File: src/rtl/arr_pkg.sv
package arr_pkg;

    localparam int ADDR_W    = 32;
    localparam int DATA_W    = 32;
    localparam int QDATA_W   = 2 * DATA_W;
    localparam int PHYS_W    = 29;
    localparam int SEG_HI    = 28;
    localparam int SEG_LO    = 24;
    localparam int SEG_W     = SEG_HI - SEG_LO + 1;
    localparam int MRAM_OFF_W = 24;
    localparam int VWIN_W    = 24;
    localparam int CSEL_W    = 4;
    localparam int TGT_W     = 3;

    localparam logic [ADDR_W-1:0] CTRL_BASE  = 32'hE000_0000;
    localparam logic [ADDR_W-1:0] MRAM_MASK  = 32'h1C00_0000;
    localparam logic [ADDR_W-1:0] MRAM_MATCH = 32'h0C00_0000;
    localparam logic [ADDR_W-1:0] VWIN_MASK  = 32'h1F80_0000;
    localparam logic [ADDR_W-1:0] VWIN_MATCH = 32'h0400_0000;
    localparam logic [PHYS_W-1:0] ROM_LIMIT  = 29'h020_0000;
    localparam logic [7:0]        VRAM_TOP   = 8'h05;
    localparam logic [CSEL_W-1:0] CSEL_SQ    = 4'd8;
    localparam logic [ADDR_W-1:0] HALF_STEP  = 32'd4;

    typedef enum logic [1:0] {
        SZ_BYTE = 2'd0,
        SZ_WORD = 2'd1,
        SZ_LONG = 2'd2,
        SZ_QUAD = 2'd3
    } size_e;

    typedef enum logic [TGT_W-1:0] {
        TG_CTRL = 3'd0,
        TG_MRAM = 3'd1,
        TG_VRAM = 3'd2,
        TG_ROM  = 3'd3,
        TG_IO   = 3'd4
    } tgt_e;

    typedef enum logic [1:0] {
        ACT_ACCESS    = 2'd0,
        ACT_ZERO      = 2'd1,
        ACT_ZERO_WARN = 2'd2,
        ACT_TRAP      = 2'd3
    } act_e;

    typedef enum logic [1:0] {
        ST_IDLE = 2'd0,
        ST_LO   = 2'd1,
        ST_HI   = 2'd2,
        ST_RESP = 2'd3
    } st_e;

    typedef struct packed {
        act_e               act;
        tgt_e               tgt;
        logic [CSEL_W-1:0]  csel;
        logic [ADDR_W-1:0]  daddr;
    } route_t;

endpackage

File: src/rtl/arr_vram_remap.sv
module arr_vram_remap
    import arr_pkg::*;
(
    input  logic [VWIN_W-1:0] win_off,
    output logic [ADDR_W-1:0] dev_addr
);

    // Interleaved window: bit 2 selects the 32-bit bank and moves to bit 22,
    // the remaining line bits shift down by one, the byte lanes stay put.
    always_comb begin
        dev_addr = {VRAM_TOP,
                    1'b0,
                    win_off[2] | win_off[23],
                    win_off[22:3],
                    win_off[1:0]};
    end

endmodule

File: src/rtl/arr_rd_format.sv
module arr_rd_format
    import arr_pkg::*;
(
    input  size_e             size,
    input  logic [DATA_W-1:0] raw,
    output logic [DATA_W-1:0] val
);

    always_comb begin
        unique case (size)
            SZ_BYTE: val = {{(DATA_W-8){raw[7]}}, raw[7:0]};
            SZ_WORD: val = {{(DATA_W-16){raw[15]}}, raw[15:0]};
            default: val = raw;
        endcase
    end

endmodule

File: src/rtl/arr_decode.sv
module arr_decode
    import arr_pkg::*;
(
    input  logic [ADDR_W-1:0] addr,
    input  logic              write,
    output route_t            route
);

    logic [ADDR_W-1:0] remapped;
    logic [SEG_W-1:0]  seg;
    logic [PHYS_W-1:0] low;

    arr_vram_remap u_remap (
        .win_off (addr[VWIN_W-1:0]),
        .dev_addr(remapped)
    );

    always_comb begin
        seg = addr[SEG_HI:SEG_LO];
        low = addr[PHYS_W-1:0];

        route.act   = ACT_ACCESS;
        route.tgt   = TG_IO;
        route.csel  = '0;
        route.daddr = {{(ADDR_W-PHYS_W){1'b0}}, low};

        if (addr >= CTRL_BASE) begin
            // control space: array select, store queue, or undecoded
            route.tgt   = TG_CTRL;
            route.daddr = addr;
            if (seg[4:3] == 2'b10) begin
                route.csel = {1'b0, seg[2:0]};
            end else if (seg[4:2] == 3'b000) begin
                if (write) begin
                    route.csel = CSEL_SQ;
                end else begin
                    route.act = ACT_ZERO;
                end
            end else begin
                route.act = ACT_ZERO_WARN;
            end
        end else if ((addr & MRAM_MASK) == MRAM_MATCH) begin
            route.tgt   = TG_MRAM;
            route.daddr = {{(ADDR_W-MRAM_OFF_W){1'b0}}, addr[MRAM_OFF_W-1:0]};
        end else if ((addr & VWIN_MASK) == VWIN_MATCH) begin
            route.tgt   = TG_VRAM;
            route.daddr = remapped;
        end else if (low < ROM_LIMIT) begin
            if (write) begin
                route.act = ACT_TRAP;
            end else begin
                route.tgt = TG_ROM;
            end
        end
    end

endmodule

File: src/rtl/addr_region_router.sv
module addr_region_router
    import arr_pkg::*;
(
    input  logic               clk,
    input  logic               rst_n,
    input  logic               req_valid,
    output logic               req_ready,
    input  logic [31:0]        req_addr,
    input  logic               req_write,
    input  logic [1:0]         req_size,
    input  logic [63:0]        req_wdata,
    output logic               rsp_valid,
    output logic [63:0]        rsp_rdata,
    output logic               rsp_warn,
    output logic               halt_err,
    output logic               dn_valid,
    input  logic               dn_ack,
    output logic [2:0]         dn_target,
    output logic [3:0]         dn_csel,
    output logic [31:0]        dn_addr,
    output logic               dn_write,
    output logic [1:0]         dn_size,
    output logic [31:0]        dn_wdata,
    input  logic [31:0]        dn_rdata,
    input  logic               dn_miss
);

    st_e                st, st_nxt;
    logic [ADDR_W-1:0]  addr_q;
    logic               write_q;
    size_e              size_q;
    logic [QDATA_W-1:0] wdata_q;
    logic [DATA_W-1:0]  lo_q, hi_q;
    logic               warn_q, halt_q;

    logic [ADDR_W-1:0]  cur_addr;
    route_t             rt;
    size_e              half_sz;
    logic [DATA_W-1:0]  fmt_val;
    logic [DATA_W-1:0]  half_val;
    logic               in_half, half_done, half_warn, half_trap;
    logic               io_miss, quiet_seg, accept;

    // ---------------------------------------------------------------
    // Current half address and its decode
    // ---------------------------------------------------------------
    assign cur_addr = (st == ST_HI) ? addr_q + HALF_STEP : addr_q;

    arr_decode u_dec (
        .addr (cur_addr),
        .write(write_q),
        .route(rt)
    );

    assign half_sz = (size_q == SZ_QUAD) ? SZ_LONG : size_q;

    arr_rd_format u_fmt (
        .size(half_sz),
        .raw (dn_rdata),
        .val (fmt_val)
    );

    // ---------------------------------------------------------------
    // Half resolution
    // ---------------------------------------------------------------
    always_comb begin
        in_half   = (st == ST_LO) || (st == ST_HI);
        accept    = (st == ST_IDLE) && req_valid;
        io_miss   = dn_miss && (rt.tgt == TG_IO);
        quiet_seg = (cur_addr[SEG_HI:SEG_LO] >= 5'd4) &&
                    (cur_addr[SEG_HI:SEG_LO] <= 5'd6);
        half_done = in_half && ((rt.act != ACT_ACCESS) || dn_ack);
        half_trap = in_half && (rt.act == ACT_TRAP);
        half_warn = in_half &&
                    ((rt.act == ACT_ZERO_WARN) ||
                     ((rt.act == ACT_ACCESS) && dn_ack && io_miss &&
                      (!write_q || !quiet_seg)));
        if ((rt.act == ACT_ACCESS) && !io_miss && !write_q) begin
            half_val = fmt_val;
        end else begin
            half_val = '0;
        end
    end

    // ---------------------------------------------------------------
    // State register
    // ---------------------------------------------------------------
    always_ff @(posedge clk) begin
        if (!rst_n) begin
            st <= ST_IDLE;
        end else begin
            st <= st_nxt;
        end
    end

    // ---------------------------------------------------------------
    // Next state
    // ---------------------------------------------------------------
    always_comb begin
        st_nxt = st;
        unique case (st)
            ST_IDLE: if (req_valid) st_nxt = ST_LO;                 // accept
            ST_LO: begin
                if (half_done) begin
                    if (size_q == SZ_QUAD) st_nxt = ST_HI;          // lo_done
                    else                   st_nxt = ST_RESP;        // single_done
                end
            end
            ST_HI:   if (half_done) st_nxt = ST_RESP;               // hi_done
            ST_RESP: st_nxt = ST_IDLE;                              // deliver
        endcase
    end

    // ---------------------------------------------------------------
    // Transaction datapath
    // ---------------------------------------------------------------
    always_ff @(posedge clk) begin
        if (!rst_n) begin
            addr_q  <= '0;
            write_q <= 1'b0;
            size_q  <= SZ_BYTE;
            wdata_q <= '0;
            lo_q    <= '0;
            hi_q    <= '0;
            warn_q  <= 1'b0;
            halt_q  <= 1'b0;
        end else begin
            if (accept) begin
                addr_q  <= req_addr;
                write_q <= req_write;
                size_q  <= size_e'(req_size);
                wdata_q <= req_wdata;
                lo_q    <= '0;
                hi_q    <= '0;
                warn_q  <= 1'b0;
            end
            if (half_done) begin
                if (st == ST_LO) lo_q <= half_val;
                else             hi_q <= half_val;
                warn_q <= warn_q | half_warn;
            end
            if (half_trap) begin
                halt_q <= 1'b1;
            end
        end
    end

    // ---------------------------------------------------------------
    // Outputs
    // ---------------------------------------------------------------
    always_comb begin
        req_ready = (st == ST_IDLE);
        rsp_valid = (st == ST_RESP);
        rsp_rdata = {hi_q, lo_q};
        rsp_warn  = warn_q;
        halt_err  = halt_q;
        dn_valid  = in_half && (rt.act == ACT_ACCESS);
        dn_target = rt.tgt;
        dn_csel   = rt.csel;
        dn_addr   = rt.daddr;
        dn_write  = write_q;
        dn_size   = half_sz;
        dn_wdata  = (st == ST_HI) ? wdata_q[QDATA_W-1:DATA_W] : wdata_q[DATA_W-1:0];
    end

endmodule

File: config.mk
export PLATFORM = sky130hd
export DESIGN_NAME = addr_region_router
export DESIGN_NICKNAME = d
export VERILOG_FILES = /design/src/rtl/arr_pkg.sv /design/src/rtl/arr_vram_remap.sv /design/src/rtl/arr_rd_format.sv /design/src/rtl/arr_decode.sv /design/src/rtl/addr_region_router.sv
export SDC_FILE = /design/constraint.sdc
export NUM_CORES = 1
export LEC_CHECK = 0
export CORE_MARGIN = 5
export CORE_UTILIZATION = 35
export DETAILED_ROUTE_END_ITERATION = 8
export SETUP_SLACK_MARGIN = 0.3
export SYNTH_ARGS = -nofsm -noshare
export SYNTH_HDL_FRONTEND = slang
export SYNTH_SLANG_ARGS = --single-unit
File: constraint.sdc
create_clock -name clk -period 6.21 [get_ports clk]
set_clock_uncertainty 0.15 [all_clocks]
set_input_delay 0.621 -clock clk [delete_from_list [all_inputs] [get_ports clk]]
set_output_delay 0.621 -clock clk [all_outputs]
set_load 0.05 [all_outputs]
==> out/qor.txt, run 1 <==
Run status: complete, no violations
Leading post-synthesis cells by cell area: sky130_fd_sc_hd__dfxtp_1 41%, sky130_fd_sc_hd__nand2_1 10%, sky130_fd_sc_hd__a21oi_1 7.5%
Net count after synthesis: 1108
CTS HTree Levels: 4
Proportion of synthesized flip-flops having asynchronous set or reset: 0
Share of post-route cells with drive strength above 1: 0.08939
Wire length of the first global-routing pass: 41.28 mm
RSZ-0062 raised after global routing: no
Critical path's top delay family: simple AND/OR/NAND/NOR gates
Startpoint type of the worst setup path: register
Slowest cell on the critical path: sky130_fd_sc_hd__clkdlybuf4s50_1
Vertical extent of the die: 163.0 um
Count of final setup violators: 0
Syn Std Cell Area: 8194 sq um
CTS buffer count: 17
Cell taking the most area after synthesis: sky130_fd_sc_hd__dfxtp_1
Switching power of the nets: 1.839 mW
Drc violations: 0
Maximum fanout along the worst path: 43
Bufs and invs on worst path: 4
Final weighted congestion of routability-driven global placement: 0.8457
Fraction of the cycle the final worst path needs: 0.9080
Capturing element type of the critical path: output pin
Core ar.: 23260 sq um
CP max stage delay: 0.84 ns
Post-synth EDFFs: 0
Switching portion of total power: 0.4303
Final worst hold slack: 0.3012 ns
Count of TritonRoute iterations in the first routing pass: 5
Mean cell area of the mapped netlist: 8.474 sq um
Power per cell area: 369.2 nW/um^2
CTS tree: done
Horizontal extent of the die: 163.0 um
Worst-case headroom to the max-slew limit: 0.2327
Int Pwr: 2.435 mW
Crit Path Class: register to output pin
Comb pwr share: 0.429
Min Tclk post-route: 5.639 ns
Number of library cell types mapped by synthesis: 65
Initial antenna violation count: 1
Clock Tree Root: sky130_fd_sc_hd__clkbuf_16
Max-slew violation total from the final report: 0
Number of global-route vias before repair: 7576
Overall track demand over capacity in global routing: 0.1931
Clock network power share: 0.250
Final hold vios: 0
Max IR drop VDD: 0.1740 mV
Cells after synthesis: 967
Maximum clock insertion buffer count: 2
Fraction of post-synthesis cell area in the top cell type by area: 0.4080
Final total negative setup slack: 0 ns
Half-perimeter wire length of the detailed placement result: 18.40 mm
Wire per inst: 17.39 um
Post-CTS Hold Buffers: 0
Yosys synthesis warning count: 0
Total Routed Length: 26.39 mm
Area added between synthesis and finish: 41.26%
Overall overflow remaining after global route: 0
Filler instances: 2315
Req. time, crit path: 5.44 ns
Number of routed nets with antenna violations: 0
Die ar.: 26570 sq um
Achievable frequency: 0.1773 GHz
Post-layout net count: 1326
IO buf count: 278
Leak: 4.162 nW
Initial core utilization: 0.3522
Worst min-delay path class: register to register
Synthesized flop and latch total: 167
Pin count of the biggest net entering global routing: 101
Critical-path cell list: inv_1 -> ha_2 -> nand4_2 -> or4_1 -> o22ai_2 -> a31o_2 -> and2_1 -> inv_2 -> nor4_4 -> buf_6 -> mux2_2 -> o22ai_1 -> nor3_1 -> clkdlybuf4s50_1
Min setup slack post-route: 0.5712 ns
Sequential area share after synthesis: 0.4080
Number of vias per cell: 5.123
Clk sink count: 167
Initial drt markers: 441
Worst reg2reg setup slack: 2.11 ns
Power after layout: 4.273 mW
Row Count: 56
Arrival time of the worst setup path: 4.87 ns
Pre-CTS WS: 0.8779 ns
Latest clock arrival within the worst-skew pair: 0.43 ns
Most used flip-flop cell after synthesis: sky130_fd_sc_hd__dfxtp_1
Transition time at the pin with the least slew margin: 1.151 ns
Clock Pin Slew Worst Setup and Hold Paths: 0.07 ns
Number of maximum-capacitance constraint violations: 0
Sequential fraction of design power: 0.322
Number of top-level pins: 279
Vias after detailed routing: 7771
-- tightest hold or removal path, stage by stage (launching register included) --
cell                      delay, ns
sky130_fd_sc_hd__dfxtp_1       0.31
sky130_fd_sc_hd__nand2_1       0.05
sky130_fd_sc_hd__a21oi_1       0.05
-- repair_timing --
action                     4_1_cts  5_1_grt
setup buffers                    0        0
setup endpoints to repair        0       14
gates resized for setup          0        7
hold endpoints to repair         0        0
-- cells in the mapped netlist (all sizes together), types with 7 or more instances --
cell type	n
nand2	222
dfxtp	167
a21oi	123
buf	50
a32o	48
clkbuf	42
mux2	41
nor2	31
nand2b	22
nand3	21
a22o	16
mux2i	14
nand4	14
a211oi	13
inv	12
nor3	12
o21ai	12
and2	9
nor4	9
o22ai	9
xor2	9
xnor2	8
and3	7
or4	7
-- stage by stage --
| stage | instance area [sq um] | util | instances |
|---|---|---|---|
| 2_1_floorplan | 8194 | - | 967 |
| 3_3_place_gp | 10970 | 0.4716 | 1485 |
| 3_5_place_dp | 10970 | 0.4716 | 1485 |
| 4_1_cts | 11550 | 0.4967 | 1516 |
| 5_1_grt | 11570 | 0.4976 | 1517 |
| 6_report | 11570 | 0.4976 | 1517 |
-- layout by cell type (no fill, tap or decap), drive strengths merged, types with 3 or more instances in the layout --
cell	count
mux2i	14
inv	19
ha	5
clkinv	5
nand2b	22
and3	7
buf	13
clkdlybuf4s50	272
o22ai	9
nor2	31
xnor2	8
nor3	12
dlymetal6s2s	6
a22o	16
mux2	41
dfxtp	167
clkbuf	17
nand2	222
and2	9
nand3	21
xor2	9
a32o	48
o21ai	12
or3	5
a21oi	123
a211oi	13
nor4	9
or4	7
nand4	14
a31oi	3
nor2b	5
-- final cells by class --
cell class              count  area (sq um)  area share
multi-input cells         696          4302      0.3716
flip-flops and latches    167          3343      0.2888
repair buffers            291          2899      0.2505
clock buffers              17         425.4     0.03675
well taps                 319         399.1     0.03448
clock inverters            14         157.7     0.01362
inverters                  12         46.29    0.004000
diodes                      1         2.502   0.0002162
-- cells by family (layout without fill, tap and decap cells) --
family | Yosys count | in the layout | synth area share
simple gates | 374 | 374 | 0.2161
compound gates | 245 | 245 | 0.2078
flops | 167 | 167 | 0.4080
buf+inv | 104 | 334 | 0.06887
mux | 55 | 55 | 0.07345
xor+xnor | 17 | 17 | 0.01817
fa+ha+maj | 5 | 5 | 0.007635
other cells | 0 | 1 | 0
-- routing by layer --
layer,track usage,wire (um)
met1,0.2513,11380
met2,0.2908,11720
met4,0.06405,575
met5,0,0
met3,0.07974,2716
-- registers in the layout, summed over array words and instances (netlist names) --
name	cells
rsp_warn	1
hi_q	32
size_q	2
wdata_q	64
dn_write	1
st	2
lo_q	32
addr_q	32
halt_err	1
-- power by group through the flow --
stage                     combinational [mW]  clock [mW]  sequential [mW]
after floorplan                         1.23           0             1.45
after global placement                  1.85           0             1.39
after detailed placement                1.85           0             1.40
after CTS                               1.85        1.10             1.37
after global routing                    1.97        1.15             1.40
final                                   1.83        1.07             1.37
-- final timing paths --
path | end | depth (start not counted) | start
min | wdata_q[57] | 2 | wdata_q[57]
min reg2reg | wdata_q[57] | 2 | wdata_q[57]
max | dn_addr[8] | 14 | st[0]
max reg2reg | hi_q[13] | 11 | addr_q[2]
(Power assumes the default switching activity.)
==> inputs of run 2 (changes only) <==
- CTS_BUF_LIST: default -> sky130_fd_sc_hd__clkbuf_4
- SLEW_MARGIN: default -> 15
==> out/qor.txt, run 2 (synthesis gave the netlist of run 1 again) <==
Pin count of the biggest net entering global routing: 101
Post-layout net count: 1327
Drc violations: 0
Post-layout instance area: 11290 sq um
Post-CTS Hold Buffers: 0
Overall overflow remaining after global route: 0
Max IR drop VDD: 0.1664 mV
Total Routed Length: 26.36 mm
Sequential fraction of design power: 0.354
Half-perimeter wire length of the detailed placement result: 18.40 mm
Die ar.: 26570 sq um
Int Pwr: 2.083 mW
Number of global-route vias before repair: 7549
Final core utilization: 0.4855
Clk sink count: 167
Wire length of the first global-routing pass: 41.08 mm
Fraction of the cycle the final worst path needs: 0.9062
CTS buffer count: 17
Final hold vios: 0
Maximum fanout along the worst path: 43
Run status: complete, no violations
Power per cell area: 343.7 nW/um^2
Capturing element type of the critical path: output pin
Arrival time of the worst setup path: 4.86 ns
Final worst hold slack: 0.3102 ns
Commonest cells after routing, fill and taps aside: 261 x sky130_fd_sc_hd__clkdlybuf4s50_1, 221 x sky130_fd_sc_hd__nand2_1, 167 x sky130_fd_sc_hd__dfxtp_1
Startpoint of the most critical setup path: st[0]
Total placed instance area: 10970 sq um
CTS HTree Levels: 4
Maximum clock insertion buffer count: 2
Switching power of the nets: 1.798 mW
Min setup slack post-route: 0.5824 ns
Vertical extent of the die: 163.0 um
RSZ-0062 raised after global routing: no
Wire per inst: 17.36 um
Initial antenna violation count: 2
Transition time at the pin with the least slew margin: 1.066 ns
CTS tree: done
Max reg flops: 64
Startpoint type of the worst setup path: register
Number of top-level pins: 279
Clock Tree Root: sky130_fd_sc_hd__clkbuf_4
Clock Pin Slew Worst Setup and Hold Paths: 0.16 ns
Switching portion of total power: 0.4633
Comb pwr share: 0.474
Count of TritonRoute iterations in the first routing pass: 7
IO buf count: 278
Crit Path Class: register to output pin
Reg-to-reg critical path startpoint: st[0]
Min Tclk post-route: 5.628 ns
Horizontal extent of the die: 163.0 um
Initial core utilization: 0.3522
Worst r2r dst: hi_q[13]
Achievable frequency: 0.1777 GHz
Share of post-route cells with drive strength above 1: 0.09015
Worst reg2reg setup slack: 2.08 ns
Row Count: 56
Commonest non-fill, non-tap cell in the layout: sky130_fd_sc_hd__clkdlybuf4s50_1
Final total negative setup slack: 0 ns
Area added between synthesis and finish: 37.82%
Largest Register: wdata_q
Critical Path End: dn_addr[5]
Depth of the worst register-to-register path: 12
Worst min-delay path class: register to register
Vias after detailed routing: 7761
Latest clock arrival within the worst-skew pair: 0.56 ns
Clock network power share: 0.172
Number of vias per cell: 5.109
Leak: 4.101 nW
Core ar.: 23260 sq um
Initial drt markers: 492
Number of routed nets with antenna violations: 0
Req. time, crit path: 5.44 ns
Overall track demand over capacity in global routing: 0.1916
Number of maximum-capacitance constraint violations: 0
Final weighted congestion of routability-driven global placement: 0.8457
Worst-case headroom to the max-slew limit: 0.2892
Count of final setup violators: 0
Pre-CTS WS: 0.8779 ns
Max-slew violation total from the final report: 0
run 2: how the worst min path moves through the flow:
stage,startpoint,to,slack (ns),cells after the start
final,wdata_q[57],wdata_q[57],0.31,2
after global routing,wdata_q[23],wdata_q[23],0.33,2
after global placement,wdata_q[47],wdata_q[47],0.29,2
after floorplan,wdata_q[32],wdata_q[32],0.28,2
after CTS,wdata_q[57],wdata_q[57],0.31,2
after detailed placement,wdata_q[57],wdata_q[57],0.29,2
run 2: timing repair:
item | 4_1_cts | 5_1_grt
pin swaps | 0 | 0
setup endpoints to repair | 9 | 20
cloned | 0 | 0
setup buffers | 0 | 0
resized for setup | 9 | 9
run 2: power groups by stage:
| stage | Sequential, mW | Combinational, mW | Clock [mW] |
|---|---|---|---|
| floorplan | 1.45 | 1.23 | 0 |
| global placement | 1.39 | 1.85 | 0 |
| detailed placement | 1.40 | 1.85 | 0 |
| CTS | 1.37 | 1.85 | 0.695 |
| global route | 1.40 | 1.98 | 0.734 |
| finish | 1.37 | 1.84 | 0.667 |
run 2: layer usage:
| metal | GRT usage | part of all wire | vias up |
|---|---|---|---|
| met4 | 0.05719 | 0.017 | 0 |
| li1 | - | - | 3864 |
| met1 | 0.2489 | 0.44 | 3613 |
| met3 | 0.07974 | 0.10 | 25 |
| met5 | 0 | 0 | - |
| met2 | 0.2919 | 0.44 | 259 |
run 2: metrics by stage:
stage               cells  total power [mW]
finish               1519             3.881
CTS                  1516             3.916
global placement     1485             3.238
detailed placement   1485             3.243
global route         1519             4.109
floorplan             967             2.680
run 2: layout make-up:
class                   count  area (sq um)
flip-flops and latches    167          3343
inverters                  12         46.29
repair buffers            292          2913
multi-input cells         696          4302
well taps                 319         399.1
fillers                  2351         11970
diodes                      2         5.005
clock inverters            14         157.7
clock buffers              17         127.6
run 2: critical path, stage by stage, from the launching register on:
cell,delay (ns)
sky130_fd_sc_hd__dfxtp_1,0.38
sky130_fd_sc_hd__inv_1,0.12
sky130_fd_sc_hd__ha_2,0.29
sky130_fd_sc_hd__nand4_2,0.14
sky130_fd_sc_hd__or4_1,0.70
sky130_fd_sc_hd__o22ai_2,0.24
sky130_fd_sc_hd__a31o_2,0.21
sky130_fd_sc_hd__and2_1,0.27
sky130_fd_sc_hd__inv_2,0.14
sky130_fd_sc_hd__nor4_4,0.31
sky130_fd_sc_hd__buf_6,0.34
sky130_fd_sc_hd__mux2i_1,0.30
sky130_fd_sc_hd__clkdlybuf4s50_1,0.84
==> inputs of run 3 (changes only) <==
- CORE_MARGIN: 5 -> 2
- SKIP_LAST_GASP: default -> 1
==> out/qor.txt, run 3 (synthesis gave the netlist of run 1 again) <==
Switching power of the nets: 1.776 mW
Count of TritonRoute iterations in the first routing pass: 5
Maximum clock insertion buffer count: 2
Arrival time of the worst setup path: 4.81 ns
Vertical extent of the die: 157.0 um
Clock network power share: 0.167
Post-CTS Hold Buffers: 0
Reg-to-reg critical path startpoint: st[0]
Latest clock arrival within the worst-skew pair: 0.57 ns
Worst-case headroom to the max-slew limit: 0.2437
Critical Path End: dn_addr[16]
Power per cell area: 341.5 nW/um^2
Filler instances: 2289
Startpoint type of the worst setup path: register
Maximum fanout along the worst path: 51
Overall track demand over capacity in global routing: 0.2076
Number of routed nets with antenna violations: 0
Final total negative setup slack: 0 ns
Post-layout net count: 1325
Initial drt markers: 576
Vias after detailed routing: 7862
Count of final setup violators: 0
Clock Pin Slew Worst Setup and Hold Paths: 0.18 ns
Final hold vios: 0
Wire per inst: 17.30 um
IO buf count: 278
Multi-input combinational cell area: 4302 sq um
Fraction of the cycle the final worst path needs: 0.8984
Capturing element type of the critical path: output pin
Sequential fraction of design power: 0.357
Share of post-route cells with drive strength above 1: 0.09114
Min Tclk post-route: 5.579 ns
Number of global-route vias before repair: 7437
Largest Register: wdata_q
Area added between synthesis and finish: 37.49%
Commonest cells after routing, fill and taps aside: 257 x sky130_fd_sc_hd__clkdlybuf4s50_1, 221 x sky130_fd_sc_hd__nand2_1, 167 x sky130_fd_sc_hd__dfxtp_1
Reg area: 3343 sq um
Number of maximum-capacitance constraint violations: 0
Die ar.: 24650 sq um
Comb pwr share: 0.476
Worst reg2reg setup slack: 2.07 ns
Drc violations: 0
Clock Tree Root: sky130_fd_sc_hd__clkbuf_4
Int Pwr: 2.071 mW
Number of vias per cell: 5.207
Max-slew violation total from the final report: 0
Horizontal extent of the die: 157.0 um
Worst r2r dst: lo_q[14]
Achievable frequency: 0.1792 GHz
Wire length of the first global-routing pass: 40.49 mm
Row Count: 55
Commonest non-fill, non-tap cell in the layout: sky130_fd_sc_hd__clkdlybuf4s50_1
Max IR drop VDD: 0.1718 mV
Core ar.: 22780 sq um
Clk sink count: 167
CTS HTree Levels: 4
Power after layout: 3.847 mW
Crit Path Class: register to output pin
Req. time, crit path: 5.44 ns
CTS tree: done
Switching portion of total power: 0.4616
Total Routed Length: 26.13 mm
Final weighted congestion of routability-driven global placement: 0.8220
Overall overflow remaining after global route: 0
Transition time at the pin with the least slew margin: 1.134 ns
Final core utilization: 0.4946
Worst min-delay path class: register to register
Number of top-level pins: 279
Leak: 4.173 nW
Half-perimeter wire length of the detailed placement result: 18.24 mm
CTS buffer count: 17
Run status: complete, no violations
Hold Crit Depth: 2
Initial antenna violation count: 2
Startpoint of the most critical setup path: st[0]
Depth of the worst register-to-register path: 12
Pin count of the biggest net entering global routing: 101
Initial core utilization: 0.3597
Max reg flops: 64
RSZ-0062 raised after global routing: no
==> run 3: cell type report <==
class | count | share of cell area
clock inverters | 13 | 0.01255
clock buffers | 18 | 0.01199
well taps | 313 | 0.03476
diodes | 1 | 0.0002221
repair buffers | 290 | 0.2578
flip-flops and latches | 167 | 0.2968
multi-input cells | 696 | 0.3818
inverters | 12 | 0.004109
==> run 3: critical path, cell delays in order, from the launching register on <==
cell,delay (ns)
sky130_fd_sc_hd__dfxtp_1,0.39
sky130_fd_sc_hd__inv_1,0.12
sky130_fd_sc_hd__ha_2,0.30
sky130_fd_sc_hd__nand4_2,0.15
sky130_fd_sc_hd__or4_1,0.71
sky130_fd_sc_hd__o22ai_2,0.24
sky130_fd_sc_hd__a31o_2,0.20
sky130_fd_sc_hd__and2_1,0.26
sky130_fd_sc_hd__inv_2,0.13
sky130_fd_sc_hd__nor4_4,0.29
sky130_fd_sc_hd__clkbuf_8,0.38
sky130_fd_sc_hd__mux2_2,0.22
sky130_fd_sc_hd__o22ai_1,0.07
sky130_fd_sc_hd__a211oi_1,0.22
sky130_fd_sc_hd__clkdlybuf4s15_1,0.53
==> run 3: how the worst min path moves through the flow <==
| stage | slack [ns] | startpoint | endpoint |
|---|---|---|---|
| 2_1_floorplan | 0.28 | wdata_q[32] | wdata_q[32] |
| 6_report | 0.31 | wdata_q[27] | wdata_q[27] |
| 5_1_grt | 0.33 | wdata_q[2] | wdata_q[2] |
| 4_1_cts | 0.32 | wdata_q[31] | wdata_q[31] |
| 3_5_place_dp | 0.30 | wdata_q[31] | wdata_q[31] |
| 3_3_place_gp | 0.29 | wdata_q[51] | wdata_q[51] |
==> run 3: repair_timing <==
action                                  in CTS  in global routing
endpoints found under the setup margin       9                 21
hold endpoints to repair                     0                  0
buffers inserted                             0                  0
resized for setup                            6                 28
==> run 3: power by group through the flow <==
stage               Clock, mW  Sequential, mW  Combinational, mW
finish                  0.643            1.37               1.83
global route            0.712            1.40               1.97
CTS                     0.669            1.37               1.85
detailed placement          0            1.40               1.85
global placement            0            1.39               1.84
floorplan                   0            1.45               1.23
==> run 3: per-layer routing <==
| metal | up-vias | global-route usage | share of wire |
|---|---|---|---|
| met4 | 2 | 0.06667 | 0.023 |
| met2 | 292 | 0.3252 | 0.44 |
| met5 | - | 0 | 0.00050 |
| met3 | 36 | 0.07764 | 0.096 |
| li1 | 3861 | - | - |
| met1 | 3671 | 0.2647 | 0.44 |
==> run 3: through the flow <==
step / area, sq um / setup WS (ns) / hold slack (ns) / cells
after floorplan: 8194 / 1.158 / 0.2829 / 967
after global placement: 10960 / 0.8940 / 0.2879 / 1478
after detailed placement: 10960 / 0.7605 / 0.2965 / 1478
after CTS: 11230 / 0.3126 / 0.3161 / 1509
after global routing: 11270 / 0.3012 / 0.3342 / 1510
final: 11270 / 0.6310 / 0.3132 / 1510
